--- src/rtl/rsc_pkg.sv ---
package rsc_pkg;

   typedef enum logic [1:0] {
      RS_RUN   = 2'd0,
      RS_SLEEP = 2'd1,
      RS_STOP  = 2'd2
   } run_state_e;

   localparam int unsigned OPC_W = 16;

   localparam logic [OPC_W-1:0] OPC_IDLE  = 16'h0000;
   localparam logic [OPC_W-1:0] OPC_NAP   = 16'h9588;
   localparam logic [OPC_W-1:0] OPC_BARK  = 16'h95A8;
   localparam logic [OPC_W-1:0] OPC_HALT  = 16'h9598;

   typedef struct packed {
      logic nap;
      logic bark;
      logic halt;
   } sysop_t;

endpackage

--- src/rtl/sysop_decode.sv ---
module sysop_decode
   import rsc_pkg::*;
#(
   parameter int unsigned INSTR_W = 16
) (
   input  logic [INSTR_W-1:0] instr,
   output sysop_t             op
);

   generate
      if (INSTR_W != OPC_W) begin : g_bad_width
         $error("sysop_decode: INSTR_W must equal the opcode width");
      end
   endgenerate

   always_comb begin
      op      = '0;
      op.nap  = (instr == OPC_NAP);
      op.bark = (instr == OPC_BARK);
      op.halt = (instr == OPC_HALT);
   end

endmodule

--- src/rtl/dbg_gate.sv ---
module dbg_gate #(
   parameter int unsigned LOCK_W = 2
) (
   input  logic [LOCK_W-1:0] lock,
   input  logic              fuse_a,
   input  logic              fuse_b,
   output logic              halt_ok
);

   generate
      if (LOCK_W < 1) begin : g_bad_lock
         $error("dbg_gate: LOCK_W must be at least 1");
      end
   endgenerate

   logic any_lock;

   always_comb begin
      any_lock = |lock;
      halt_ok  = !any_lock && fuse_a && fuse_b;
   end

endmodule

--- src/rtl/run_fsm.sv ---
module run_fsm
   import rsc_pkg::*;
(
   input  logic       clk,
   input  logic       rst_n,
   input  sysop_t     op,
   input  logic       sleep_en,
   input  logic       irq,
   input  logic       resume,
   input  logic       halt_ok,
   output run_state_e state,
   output logic       bark_hit
);

   run_state_e state_nx;

   always_comb begin
      state_nx = state;
      unique case (state)
         RS_RUN: begin
            if (op.nap && sleep_en)      state_nx = RS_SLEEP;
            else if (op.halt && halt_ok) state_nx = RS_STOP;
         end
         RS_SLEEP: if (irq)    state_nx = RS_RUN;
         RS_STOP:  if (resume) state_nx = RS_RUN;
         default:              state_nx = RS_RUN;
      endcase
   end

   always_ff @(posedge clk) begin
      if (!rst_n) state <= RS_RUN;
      else        state <= state_nx;
   end

   assign bark_hit = (state == RS_RUN) && op.bark;

endmodule

--- src/rtl/core_runstate_ctl.sv ---
module core_runstate_ctl
   import rsc_pkg::*;
#(
   parameter int unsigned INSTR_W = 16,
   parameter int unsigned LOCK_W  = 2,
   parameter bit          WDR_REG = 1'b1
) (
   input  logic               clk,
   input  logic               rst_n,
   input  logic [INSTR_W-1:0] instr,
   input  logic               sleep_en,
   input  logic               irq,
   input  logic [LOCK_W-1:0]  lock,
   input  logic               dbg_fuse_a,
   input  logic               dbg_fuse_b,
   input  logic               dbg_resume,
   output logic [1:0]         run_state,
   output logic               wdt_clear,
   output logic               stall
);

   sysop_t     op;
   logic       halt_ok;
   logic       bark_hit;
   run_state_e state;

   sysop_decode #(.INSTR_W(INSTR_W)) u_dec (
      .instr (instr),
      .op    (op)
   );

   dbg_gate #(.LOCK_W(LOCK_W)) u_gate (
      .lock    (lock),
      .fuse_a  (dbg_fuse_a),
      .fuse_b  (dbg_fuse_b),
      .halt_ok (halt_ok)
   );

   run_fsm u_fsm (
      .clk      (clk),
      .rst_n    (rst_n),
      .op       (op),
      .sleep_en (sleep_en),
      .irq      (irq),
      .resume   (dbg_resume),
      .halt_ok  (halt_ok),
      .state    (state),
      .bark_hit (bark_hit)
   );

   generate
      if (WDR_REG) begin : g_wdr_reg
         logic pulse_q;
         always_ff @(posedge clk) begin
            if (!rst_n) pulse_q <= 1'b0;
            else        pulse_q <= bark_hit;
         end
         assign wdt_clear = pulse_q;
      end else begin : g_wdr_comb
         assign wdt_clear = bark_hit && rst_n;
      end
   endgenerate

   assign run_state = state;
   assign stall     = (state != RS_RUN);

endmodule

--- config.mk ---
export PLATFORM = sky130hd
export DESIGN_NAME = core_runstate_ctl
export DESIGN_NICKNAME = d
export VERILOG_FILES = /design/src/rtl/rsc_pkg.sv /design/src/rtl/sysop_decode.sv /design/src/rtl/dbg_gate.sv /design/src/rtl/run_fsm.sv /design/src/rtl/core_runstate_ctl.sv
export SDC_FILE = /design/constraint.sdc
export NUM_CORES = 1
export LEC_CHECK = 0
export BUFFER_PORTS_ARGS = -buffer_cell sky130_fd_sc_hd__clkbuf_2
export CORE_AREA = 3 3 40 42
export DETAILED_ROUTE_END_ITERATION = 8
export DIE_AREA = 0 0 43 45
export SLEW_MARGIN = 30
export SYNTH_ARGS = -nofsm -noshare
export SYNTH_HDL_FRONTEND = slang
export SYNTH_SLANG_ARGS = --single-unit
--- constraint.sdc ---
create_clock -name clk -period 4.85 [get_ports clk]
set_input_delay 0.7275 -clock clk [delete_from_list [all_inputs] [get_ports clk]]
set_output_delay 0.7275 -clock clk [all_outputs]
set_load 0.02 [all_outputs]
==> out/summary.txt <==
#FFs+latches synth: 3
Worst reg2reg path depth: 4
Met3 Use GR: 1.99%
Leakage dissipation: 0.197 nW
Fin. max-slew vios: 0
Most frequent cells after synthesis: dfxtp_1 (3), nor2_1 (3), nor4bb_1 (3)
Mean number of vias per cell: 4.34
Post-synthesis simple-gate area fraction: 51.9%
Worst Hold End: u_fsm.state[1]
CP Capture Type: flip-flop
Dominant cells by area after synthesis: dfxtp_1 (31%), nor4bb_1 (15%), a211oi_2 (6.4%)
Final WL: 642 um
Synth Area in XOR/XNOR: 0%
Slew margin rel.: 79.1%
Synth Area in Compound Gates: 15.4%
Hold WC Path Type: flip-flop to flip-flop
Vias: 308
Layout net count: 82
Gr busiest metal: met2
Async SR Flop Fraction: 0%
Synth unique cells: 16
Crit path max fanout: 2
Hold path cells: 2
Multi-input logic area: 131 sq um
Final ANT Viol Nets: 0
Vert. Die Dim: 45 um
First-pass GRT wire length: 1.04 mm
Die width: 43 um
Syn Std Cell Area: 195 sq um
P per Cell Area: 213 mW/mm^2
Mapped Cells: 24
Clk_lat worst skew: 230 ps
Worst-Margin Slew: 311 ps
Worst Skew: 1.35 ps
Maximum root-to-sink buffer count: 2
Initial core utilization: 15.2%
Synth top area share: 30.8%
Critical path type: input pin to flip-flop
Clock Sinks: 3
Core Area: 0.00128 sq mm
Router iterations before antenna repair: 1
Fraction of layout cells with a size suffix above 1: 58.9%
Largest net degree at the start of global routing: 8
Reg2reg setup slack: 3070 ps
Hold-fix buffers, CTS: 0
Clk slew on worst S/H paths: 40 ps
Average size of a mapped cell: 8.13 sq um
Antenna cells: 0
CTS Buf Count: 3
Total die area: 0.00194 sq mm
I/O Pins: 29
Post-synthesis mux area share: 0%
EDFF count, synth: 0
# DRC: 0
GRT met2 Usage: 10.8%
Row Count: 13
Hold Path Origin: u_fsm.state[1]
Mapped Nets: 49
Post-CTS sizing: 0
Tmin final: 1890 ps
GRT overflow: 0
Yosys top cell by area: dfxtp_1
H-Tree Depth: 1
Final Cycle Share: 39.0%
Tot GR Track Use: 7.24%
Crit path DAT: 2050 ps
Setup crit start kind: input pin
Synth warn: 0
Setup TNS: 0 ps
Critical path data required time: 5010 ps
Maxcap violations: 0
Met1 Use GR: 8.17%
Final hold violations: 0
Vias in the first global route: 290
Post-CTS setup buffers: 0
Largest family of logic cells by synthesized area: simple AND/OR/NAND/NOR gates
# fillers: 140
F_max: 529 MHz
Adder-cell share of the synthesized area: 0%
Final Setup Violations: 0
Maximum vdd drop: 78.6 uV
Run status: finished, final reports clean
Antenna violations before repair: 0
RSZ-0062 raised after global routing: no
CTS tree: built
Worst R2R End: u_fsm.state[1]
Top FF cell, synth: dfxtp_1
Seq/Total Area, Yosys: 30.8%
Tot Pwr: 0.0809 mW
FF-to-FF Start: u_fsm.state[1]
P&R area growth vs syn: 94.9%
DPL Wire Length: 573 um
Sequential cell area: 60.1 sq um
Root Buffer: clkbuf_4
Worst Setup SP: irq
Final GP Congestion: 0.785
PortBufs: 28
Post-DR wirelength/cell: 9.04 um
Starting DRC count in detailed routing: 0
[cells by family after synthesis]
| family | after synthesis |
|---|---|
| AND/OR/NAND/NOR | 16 |
| AO/OA/AOI/OAI | 4 |
| flip-flops | 3 |
| buffers and inverters | 1 |
[cell usage in the layout (no fill, tap or decap)]
cell      synthesis  final
clkbuf_2          0     28
nor4bb_1          3      3
nor2_1            3      3
clkbuf_4          0      3
dfxtp_1           3      3
nor3_1            2      2
nand2_1           2      2
nand4_1           1      1
nand3_1           1      1
inv_1             1      1
nor3b_1           1      1
or4_1             1      1
or4b_1            1      1
a21oi_1           1      1
o21ai_0           1      1
a211oi_2          1      1
o21a_1            1      1
or2_2             1      1
clkbuf_1          0      1
[metrics by stage]
stage	instance area [sq um]	util, %	setup slack (ps)	std cells	hold WS, ps
2_1_floorplan	195	-	2870	24	594
3_3_place_gp	354	27.6	2710	67	535
3_5_place_dp	354	27.6	2730	67	545
4_1_cts	380	29.6	2960	71	551
5_1_grt	380	29.6	2830	71	599
6_report	380	29.6	2960	71	546
[area by class of cell]
type	instances	share of cell area, %
clock buffer	4	6.91
inverter	1	0.987
multi-input combinational	20	34.5
sequential	3	15.8
tap	15	4.93
timing repair buffer	28	36.8
[registers in the layout (all words and copies together), names as in the netlist]
register / count
wdt_clear: 1
u_fsm.state: 2
[critical path: stages]
cell      delay [ps]
clkbuf_2          90
nor3b_1           50
or4_1            470
or4b_1           500
a211oi_2         210
[routing by layer]
layer / vias to the layer above / wire, um
met5: - / 0
met3: 0 / 108
met4: 0 / 0
met2: 24 / 278
li1: 159 / -
met1: 125 / 255
[worst max path at each step]
stage | endpoint | cells after the start
after detailed placement | u_fsm.state[1] | 5
after floorplan | u_fsm.state[1] | 3
final | u_fsm.state[1] | 5
after global routing | u_fsm.state[1] | 5
after global placement | u_fsm.state[1] | 5
after CTS | u_fsm.state[1] | 5
[power by group]
part / internal, mW / switching [mW] / total (mW)
clock network: 0.0308 / 0.0127 / 0.0435
registers: 0.0248 / 0.000000149 / 0.0248
logic: 0.00853 / 0.00398 / 0.0125
No activity file was read; power rests on OpenSTA's default activity.
